[config.mk]
export PLATFORM = sky130hd
export DESIGN_NAME = mb_txdone_unit
export DESIGN_NICKNAME = d
export VERILOG_FILES = /design/src/rtl/mb_txdone_unit.sv
export SDC_FILE = /design/constraint.sdc
export NUM_CORES = 1
export LEC_CHECK = 0
export BUFFER_PORTS_ARGS = -buffer_cell sky130_fd_sc_hd__buf_2
export CORE_ASPECT_RATIO = 0.9
export CORE_MARGIN = 2
export CORE_UTILIZATION = 28
export CTS_CLUSTER_DIAMETER = 80
export DETAILED_ROUTE_END_ITERATION = 8
export MAX_ROUTING_LAYER = met4
export SYNTH_ARGS = -nofsm -noshare
export SYNTH_HDL_FRONTEND = slang
export SYNTH_SLANG_ARGS = --single-unit
[constraint.sdc]
create_clock -name clk -period 5.15 [get_ports clk]
set_input_delay 0.515 -clock clk [delete_from_list [all_inputs] [get_ports clk]]
set_output_delay 0.515 -clock clk [all_outputs]
set_load 0.05 [all_outputs]
[src/rtl/mb_txdone_unit.sv]
module mb_txdone_unit #(
  parameter int NUM_MB = 8,
  parameter int TS_W   = 16,
  parameter int IDX_W  = $clog2(NUM_MB)
) (
  input  logic              clk,
  input  logic              rst_n,
  input  logic              abort_en,
  input  logic              tx_done,
  input  logic [IDX_W-1:0]  tx_idx,
  input  logic [TS_W-1:0]   timer,
  input  logic              cpu_we,
  input  logic [1:0]        cpu_sel,
  input  logic [IDX_W-1:0]  cpu_addr,
  input  logic [31:0]       cpu_wdata,
  output logic [31:0]       cpu_rdata,
  output logic              irq
);
  localparam int CODE_LSB = TS_W;
  localparam int RTR_BIT  = TS_W + 4;
  localparam logic [1:0] SEL_MB = 2'd0, SEL_FLAG = 2'd1, SEL_MASK = 2'd2;

  logic [NUM_MB-1:0][TS_W-1:0] stamp_q;
  logic [NUM_MB-1:0][3:0]      code_q;
  logic [NUM_MB-1:0]           rtr_q, flag_q, mask_q;
  logic [NUM_MB-1:0]           hit_done, hit_cpu, clr;

  logic unused_wdata;
  assign unused_wdata = ^cpu_wdata;

  for (genvar g = 0; g < NUM_MB; g++) begin : g_hit
    assign hit_done[g] = tx_done && (tx_idx == IDX_W'(g));
    assign hit_cpu[g]  = cpu_we && (cpu_sel == SEL_MB) && (cpu_addr == IDX_W'(g))
                         && !(abort_en && flag_q[g]);
    assign clr[g]      = cpu_we && (cpu_sel == SEL_FLAG) && cpu_wdata[g];
  end

  function automatic logic [3:0] done_code(input logic [3:0] c, input logic r);
    if (c == 4'b1100) return r ? 4'b0100 : 4'b1000;
    return c;
  endfunction

  always_ff @(posedge clk) begin
    if (!rst_n) begin
      stamp_q <= '0;
      code_q  <= '0;
      rtr_q   <= '0;
      flag_q  <= '0;
      mask_q  <= '0;
    end else begin
      for (int i = 0; i < NUM_MB; i++) begin
        if (hit_done[i]) begin
          stamp_q[i] <= timer;
          code_q[i]  <= done_code(code_q[i], rtr_q[i]);
        end else if (hit_cpu[i]) begin
          code_q[i]  <= cpu_wdata[CODE_LSB +: 4];
          rtr_q[i]   <= cpu_wdata[RTR_BIT];
        end
      end
      flag_q <= hit_done | (flag_q & ~clr);
      if (cpu_we && cpu_sel == SEL_MASK) mask_q <= cpu_wdata[NUM_MB-1:0];
    end
  end

  always_comb begin
    cpu_rdata = '0;
    case (cpu_sel)
      SEL_MB: begin
        cpu_rdata[TS_W-1:0]        = stamp_q[cpu_addr];
        cpu_rdata[CODE_LSB +: 4]   = code_q[cpu_addr];
        cpu_rdata[RTR_BIT]         = rtr_q[cpu_addr];
      end
      SEL_FLAG: cpu_rdata[NUM_MB-1:0] = flag_q;
      SEL_MASK: cpu_rdata[NUM_MB-1:0] = mask_q;
      default:  cpu_rdata = '0;
    endcase
  end

  assign irq = |(flag_q & mask_q);
endmodule


== After elaboration in Yosys (flattened, before gate mapping) ==
Cells that the tools add are included.

* Order comparisons: 1
* Eq/ne operators: 32
* Mux-type cells: 72
* Bitwise operators: 12
* Reduce and logical (&&, ||, !) cells: 79

{| class="wikitable"
|+ Operators with widths
! kind !! count
|-
| $mux W4 || 41
|-
| $bmux W16 S3 || 1
|-
| $logic_and A1 B1 Y1 || 43
|-
| $eq A4 B4 Y1 const B || 8
|-
| $reduce_and A2 Y1 || 16
|-
| $mux W1 || 25
|-
| $eq A3 B3 Y1 const B || 8
|-
| $pmux W8 S3 || 1
|-
| $and A8 B8 Y8 || 2
|-
| $mux W16 || 1
|-
| $ne A2 B1 Y1 const B || 8
|-
| $reduce_bool A2 Y1 || 8
|-
| $mux W13 || 1
|-
| $bmux W4 S3 || 1
|-
| $eq A3 B2 Y1 const B || 4
|-
| $logic_not A1 Y1 || 8
|-
| $not A1 Y1 || 8
|-
| $not A8 Y8 || 1
|-
| $or A8 B8 Y8 || 1
|-
| $reduce_or A8 Y1 || 1
|-
| $eq A3 B1 Y1 const B || 2
|-
| $logic_not A3 Y1 || 2
|-
| $lt A3 B4 Y1 const B || 1
|-
| $bmux W1 S3 || 1
|-
| other kinds (3) || 3
|}

* Bits in registers: 184
* Input port bits: 61
* Word-level logic and storage cells: 222

== Logic depth before layout (Yosys ltp) ==
Gate-level depths: netlist of run 1.

* Depth after elaboration: 6
* Mapped depth: 7
* Mapped depth without buffers: 4

== Least setup slack after synthesis of run 1 ==
No wires, ideal clock.

* Path kind: input-to-output
* Start point: in cpu_addr[1]
* End point: out cpu_rdata[12]
* Data arrival time: 2.271 ns
* Required time: 4.635 ns
* Path slack: 2.364 ns
* Stages: 6
* Cells stage by stage: buf_2 buf_2 buf_1 mux4_2 mux2i_1 nor2_1

* Longest elaborated chain between the ends: 3

{| class="wikitable"
|+ RTL lines
! what !! RTL line !! text
|-
| from (decl) || 14 || <nowiki>input logic [IDX_W-1:0] cpu_addr,</nowiki>
|-
| $bmux W16 S3 || 69 || <nowiki>cpu_rdata[TS_W-1:0] = stamp_q[cpu_addr];</nowiki>
|-
| $mux W16 (not written as such) || 69 ||
|-
| $mux W13 || 67 || <nowiki>case (cpu_sel)</nowiki>
|-
| to (decl) || 16 || <nowiki>output logic [31:0] cpu_rdata,</nowiki>
|}

No other way between the ends. The select of a mux whose other input is x is not followed.

== Final worst setup path of run 1 ==
* Start point: in cpu_addr[1]
* End point: out cpu_rdata[0]

* Longest elaborated chain between the ends: 3

{| class="wikitable"
|+ RTL lines
! what !! RTL line
|-
| $bmux W16 S3 || 69
|-
| $mux W16 (not written as such) || 69
|-
| $pmux W8 S3 || 67
|}

No other way between the ends. The select of a mux whose other input is x is not followed.

==> summary.md, run 1 <==
| Metric | Value |
|---|---|
| Status | complete, no violations |
| Mapped Cells | 1031 |
| Hold Buf Count CTS | 0 |
| Layout Skew | ~0.0067 ns |
| Reg power frac | 47.6% |
| Port-buffer cells | 63 |
| Antenna violations before repair | 1 |
| Sequential share of the synthesized area | 41.3% |
| Initial Util | between 20% and 30% |
| Setup TNS | 0 ns |
| Row count | 61 |
| Vias in the first global route | 6757 |
| Cell area after layout | around 0.010 mm^2 |
| DRT iter0 DRCs | around 540 |
| Switch share | 25.0% |
| Total CTS buffers | 17 |
| Hold Path Class | primary input to register |
| Total clock sinks | 184 |
| Highest Clock Rate | 314 MHz |
| IO Pins | 94 |
| Routed vias | between 7000 and 8000 |
| Worst Hold Path EP | mask_q[2]$_SDFFE_PN0P_ |
| Top cell type's share of synthesized area | 41.3% |
| Asr flop ratio synth | 0% |
| Avg Synthesized Cell Area | 8.65 um^2 |
| Final hold violations | 0 |
| DR pass1 iterations | 5 |
| Drt wl/cell | around 18 um |
| Ys flop type | dfxtp_1 |
| Worst rel slew slack | 26.0% |
| Area Overhead vs Synth | 12.3% |
| RSZ-0062 raised after global routing | false |
| GRT overflow | 0 |
| Critical path startpoint | cpu_addr[1] |
| Yosys reg bits | 184 |
| CP Capture Type | output port |
| Largest net degree at the start of global routing | 115 |
| Reg-to-Reg End | code_q[0]$_SDFFE_PN0P_ |
| Yosys warns | 0 |
| Clk Latency, worst-skew pair | 0.43 ns |
| Final setup margin | 1.96 ns |
| Count of different cell masters after synthesis | 39 |
| Setup CP Type | primary input to output port |
| Die Height | between 150 and 200 um |
| Placed Area | 0.00943 mm^2 |
| Yosys top cell by area | dfxtp_1 |
| First-pass GRT wire length | 39.7 mm |
| GRT Total Usage | 15.9% |
| Clock power frac | 43.2% |
| Die ar. | 0.0333 mm^2 |
| CTS tree | built |
| Post-Syn Area | 0.00892 mm^2 |
| Post-route ant nets | 0 |
| Worst-path fanout max | 20 |
| Filler cells | 3226 |
| Core ar. | around 0.031 mm^2 |
| VDD IR-drop max | 157 uV |
| Final setup fails | 0 |
| Clock slew at reported path FFs | about 0.06 ns |
| Tmin final | 3.19 ns |
| Maxcap violations | 0 |
| Nets | 1092 |
| Root Buffer | clkbuf_16 |
| Combinational power share | a little under a tenth |
| Vias per std cell | 4.97 |
| Chip width | 192 um |
| Gpl congestion | a little over 0.8 |
| Power Density | 308 mW/mm^2 |
| Max Slew Vio Count | 0 |
| Critical path launch point type | primary input |
| CTS Buffer Depth | 2 |
| Worst Hold Depth | 3 |
| DRC Markers | 0 |
| Final Core Density | approximately a third |
| Hold Path Origin | cpu_wdata[2] |
| Tcrit/Tclk final | 61.9% |
| Placed insts | 1421 |
| CTS H-tree lvls | 4 |
| Setup WS pre-CTS | about 1.9 ns |
| Share of cells above drive strength 1 | between 10% and 20% |
| Final Routed Wirelength | 25.7 mm |
| R2r startpoint | flag_q[0]$_SDFF_PN0_ |
| WP data arrival | 2.67 ns |
| P_int | 2310 uW |
| R2r setup slk | 3.62 ns |
| Post-DP HPWL | between 15 and 20 mm |
| Post_cts resized | 0 |
| Leakage | about 0.0034 uW |
| Most frequent cells in the layout | 338 x nand2_1, 184 x dfxtp_1, 149 x a21boi_0, 62 x buf_2, 38 x mux2i_1 |
| Synth area leaders | dfxtp_1 41%, nand2_1 14%, a21boi_0 13%, mux4_2 8.6%, mux2i_1 4.3% |
| Number of synthesized flops with an enable pin | 0 |
| Worst Path Required | 4.64 ns |
| Post-CTS Setup Inserts | 0 |
| Slew at the pin closest to its max-slew limit | 1.11 ns |
| Psw | 771 uW |
| R2R depth | 4 |
| Commonest non-fill, non-tap cell in the layout | nand2_1 |
| Final std cells w/o fill | 1454 |
kinds of logic (layout without fill, tap and decap cells):
kind of cell,after synthesis,after routing,share of synthesized area (%)
other,1,12,0.0420
muxes,72,72,12.8
DFF,184,184,41.3
and+or+nand+nor,426,426,20.7
buffers and inverters,110,113,6.13
AOI/OAI and AO/OA,238,238,19.0
synthesized netlist by cell type (all sizes together), types with 2 or more instances:
library cell  number
nand2            338
a21oi             24
nand4b             3
mux2i             38
and4b              4
a22oi             12
clkbuf            53
buf               57
mux4              34
a31oi              8
o21ai             24
dfxtp            184
nor2              16
nor4b              2
a21boi           151
o211ai             8
nand4              6
or4b               2
nor2b             22
nor4bb             3
nand4bb            3
a41o               3
and4               5
nand3             17
o41ai              5
sequential cells by signal, indices dropped and copies added, names as in the netlist:
register,flops
code_q,32
flag_q,8
mask_q,8
rtr_q,8
stamp_q,128
power groups by stage:
stage	clock [uW]	combinational (uW)	sequential, uW
floorplan	0	212	1490
global placement	0	279	1500
detailed placement	0	283	1500
CTS	1350	283	1470
global route	1400	303	1470
finish	1330	282	1470
layer usage:
metal,GRT usage [%],part of all wire [%],wire length [um],vias up
met1,21.0,46,11900,3515
met3,2.11,3.5,908,34
met5,-,0,0,-
li1,-,-,-,3513
met4,5.25,1.9,488,0
met2,25.1,48,12400,160
cell type report:
type                    count  area [um^2]  share of cell area [%]
multi-input cells         747         4780                    47.7
well taps                 409          512                    5.11
diodes                      1         2.50                  0.0250
clock buffers              22          444                    4.43
repair buffers             81          453                    4.52
clock inverters            10          146                    1.46
flip-flops and latches    184         3680                    36.8
per-stage QoR:
stage,hold slack [ns],power [uW]
6_report,0.354,3080
5_1_grt,0.368,3180
3_5_place_dp,0.449,1780
3_3_place_gp,0.443,1780
2_1_floorplan,0.432,1710
4_1_cts,0.345,3100
worst max path at each step:
stage	end	cells past startpoint	slack, ns
2_1_floorplan	cpu_rdata[12]	6	2.36
3_3_place_gp	cpu_rdata[6]	6	1.91
3_5_place_dp	cpu_rdata[6]	6	1.90
4_1_cts	cpu_rdata[6]	6	1.90
5_1_grt	cpu_rdata[6]	6	1.85
6_report	cpu_rdata[0]	6	1.96
critical path: stages:
cell,delay [ns]
buf_2,0.51
buf_4,0.43
mux4_2,0.56
o211ai_1,0.30
nand2_1,0.11
buf_2,0.23
Note: power is estimated with default switching activity, not from simulation.
==> run 2: changes to the inputs <==
- ABC_AREA: not set -> 1
- clock period: 5.15 -> 2.9 ns (I/O delays scaled with it)
==> run 2 against run 1 <==
Against the previous run: utilization is 0.38 points higher; first-iteration DRC count is 62% higher; sequential cell count stayed put; non-clock buffer count is 2 higher; clock skew is 0.0015 ns lower; count of clock-buffer cells in the layout is 2 lower; synthesized area is 5.0% lower; wire length is 6.3% higher; via count is 15% higher; largest power group unchanged.
==> summary.md, run 2 <==
| Metric | Value |
|---|---|
| Hold Path Origin | cpu_wdata[0] |
| Post-route ant nets | 0 |
| Worst-path fanout max | 26 |
| Count of different cell masters after synthesis | 24 |
| RSZ-0062 raised after global routing | false |
| Combinational power share | under 10% |
| Critical Path, Cell by Cell | buf_2 > nand2_2 > inv_2 > a22oi_1 > nand2_1 > nor2_1 > nor2_1 > buf_2 |
| Root Buffer | clkbuf_16 |
| Critical path launch point type | primary input |
| Gpl congestion | around 0.86 |
| DR pass1 iterations | 5 |
| Clock slew at reported path FFs | approximately 0.070 ns |
| Power Density | 577 mW/mm^2 |
| Most frequent cells in the layout | 332 x nor2_1, 199 x nand2_1, 187 x o21ai_0, 184 x dfxtp_1, 79 x a21oi_1 |
| Highest Clock Rate | 479 MHz |
| Final hold violations | 0 |
| Post-DP HPWL | 17.0 mm |
| Yosys warns | 0 |
| Worst Hold Depth | 4 |
| Worst Hold Path EP | flag_q[0]$_SDFF_PN0_ |
| Layout Skew | 0.00522 ns |
| Maxcap violations | 0 |
| Clk Latency, worst-skew pair | 0.44 ns |
| R2r startpoint | flag_q[4]$_SDFF_PN0_ |
| Multi-input gate area | 0.00410 mm^2 |
| Vias per std cell | 4.83 |
| Final std cells w/o fill | between 1500 and 2000 |
| Final setup margin | between 0.8 and 0.9 ns |
| Top cell type's share of synthesized area | 43.5% |
| Status | complete, no violations |
| Die Height | between 150 and 200 um |
| Synth area leaders | dfxtp_1 43%, nor2_1 15%, o21ai_0 11%, nand2_1 8.8%, a21oi_1 4.7% |
| VDD IR-drop max | 426 uV |
| Placed Area | 0.00912 mm^2 |
| Total clock sinks | 184 |
| Biggest regs | stamp_q: 128 flops, code_q: 32 flops |
| Ys flop type | dfxtp_1 |
| Tmin final | 2.09 ns |
| Hold Buf Count CTS | 0 |
| Max reg flops | 128 |
| Antenna violations before repair | 1 |
| Drt wl/cell | approximately 16 um |
| Number of synthesized flops with an enable pin | 0 |
| Filler cells | approximately 3300 |
| Total CTS buffers | 17 |
| CTS tree | built |
| IO Pins | between 90 and 100 |
| Largest net degree at the start of global routing | 144 |
| Slew at the pin closest to its max-slew limit | 0.942 ns |
| Mapped Cells | about 1300 |
| Leading cell types by count after synthesis | 332 x nor2_1, 199 x nand2_1, 187 x o21ai_0, 184 x dfxtp_1, 79 x a21oi_1 |
| Setup CP Type | primary input to output port |
| GRT Total Usage | 17.6% |
| Yosys top cell by area | dfxtp_1 |
| CTS Buffer Depth | 2 |
| Avg Synthesized Cell Area | 6.66 um^2 |
| P_int | 4150 uW |
| Area Overhead vs Synth | 14.8% |
| Placed insts | around 1700 |
| Chip width | 187 um |
| Post-CTS Setup Inserts | 0 |
| Worst rel slew slack | 37.2% |
| Port-buffer cells | 63 |
| Reg with most FFs | stamp_q |
| Initial Util | 28.4% |
| Commonest non-fill, non-tap cell in the layout | nor2_1 |
| Reg-to-Reg End | code_q[19]$_SDFFE_PN0P_ |
| Post_cts resized | 0 |
| Setup TNS | 0 ns |
| Final Core Density | 32.6% |
| First-pass GRT wire length | between 40 and 50 mm |
| Max Slew Vio Count | 0 |
| Critical path's largest stage delay | 0.43 ns |
| Switch share | 26.1% |
| CTS H-tree lvls | 4 |
| Count leader, synth | nor2_1 |
| Share of cells above drive strength 1 | approximately a tenth |
| Hold Path Class | primary input to register |
| CP Capture Type | output port |
| Routed vias | 8270 |
| WP data arrival | about 1.8 ns |
| Nets | 1357 |
| DRT iter0 DRCs | around 870 |
| Worst Path Required | 2.61 ns |
| Vias in the first global route | a little under 8000 |
| Slowest cell on the critical path | inv_2 |
| GRT overflow | 0 |
| Buf+Inv Stages, Crit Path | 3 |
| DRC Markers | 0 |
| Asr flop ratio synth | 0% |
| FF+latch area | roughly 0.0037 mm^2 |
| Setup WS pre-CTS | about 0.82 ns |
| Critical path startpoint | cpu_addr[0] |
| Yosys reg bits | about 180 |
| Family with the most delay on the worst path | buffers and inverters |
| Reg power frac | 47.1% |
| R2R depth | 8 |
| Sequential share of the synthesized area | 43.5% |
| Final Routed Wirelength | 27.3 mm |
| Cell area after layout | 0.00973 mm^2 |
| Leakage | between 0.004 and 0.005 uW |
| Row count | 60 |
| Tcrit/Tclk final | 72.1% |
| Psw | 1460 uW |
| Die ar. | 0.0317 mm^2 |
| Final setup fails | 0 |
| Post-Syn Area | 0.00848 mm^2 |
| R2r setup slk | 1.59 ns |
| Clock power frac | between 40% and 50% |
| Core ar. | 0.0299 mm^2 |
run 2: changes by cell type after synthesis, moves of 10 or more:
cell      delta
a22oi_1     +11
nor2b_1     -22
o21ai_0    +163
nand2_1    -139
mux2i_1     -38
clkbuf_1    -10
nand3_1     +24
inv_1       +76
nand4_1     +15
buf_4       -13
nor2_1     +316
mux4_2      -34
a21oi_1     +55
a21boi_0   -149
run 2: per-layer routing:
layer / GRT usage (%) / wire (um) / up-vias
met3: 3.79 / 1730 / 35
met2: 28.6 / 12500 / 263
li1: - / - / 4141
met5: - / 0 / -
met1: 22.2 / 12600 / 3831
met4: 4.96 / 425 / 0
run 2: how the worst max path moves through the flow:
stage	to	slack, ns	depth (start not counted)
after global placement	cpu_rdata[18]	0.81	8
after global routing	cpu_rdata[10]	0.68	8
final	cpu_rdata[18]	0.81	8
after floorplan	cpu_rdata[11]	0.83	7
after detailed placement	cpu_rdata[8]	0.82	8
after CTS	cpu_rdata[8]	0.81	8
run 2: cells by family (layout without fill, tap and decap cells):
group,after synthesis,after routing,share of synthesized area (%)
AND/OR/NAND/NOR,619,619,29.6
other,1,12,0.0442
AO/OA/AOI/OAI,296,296,18.2
flip-flops,184,184,43.5
buffers and inverters,172,199,8.64
run 2: final cells by class:
| type | count | share of cell area, % |
|---|---|---|
| clock buffers | 20 | 4.70 |
| well taps | 403 | 5.18 |
| clock inverters | 12 | 1.53 |
| diodes | 1 | 0.0257 |
| multi-input cells | 926 | 42.1 |
| flip-flops and latches | 184 | 37.9 |
| repair buffers | 83 | 5.33 |
| inverters | 84 | 3.24 |
run 2: through the flow:
| step | power, uW | hold slack (ns) |
|---|---|---|
| 2_1_floorplan | 3070 | 0.425 |
| 3_3_place_gp | 3240 | 0.440 |
| 3_5_place_dp | 3250 | 0.444 |
| 4_1_cts | 5650 | 0.148 |
| 5_1_grt | 5810 | 0.173 |
| 6_report | 5610 | 0.164 |
run 2: power groups by stage:
| stage | logic [uW] | clock network (uW) | registers [uW] |
|---|---|---|---|
| 6_report | 558 | 2410 | 2640 |
| 4_1_cts | 555 | 2450 | 2640 |
| 3_5_place_dp | 553 | 0 | 2700 |
| 2_1_floorplan | 380 | 0 | 2690 |
| 5_1_grt | 611 | 2550 | 2650 |
| 3_3_place_gp | 546 | 0 | 2690 |
run 2: worst register-to-register path, stage by stage, from the launching register on:
cell and delay [ns]:
dfxtp_1 0.34, nand2_1 0.07, nand2_1 0.05, nor2_1 0.23
nand2_1 0.19, nand2_1 0.14, nand2_1 0.06, nand2_1 0.05
nor2_1 0.04
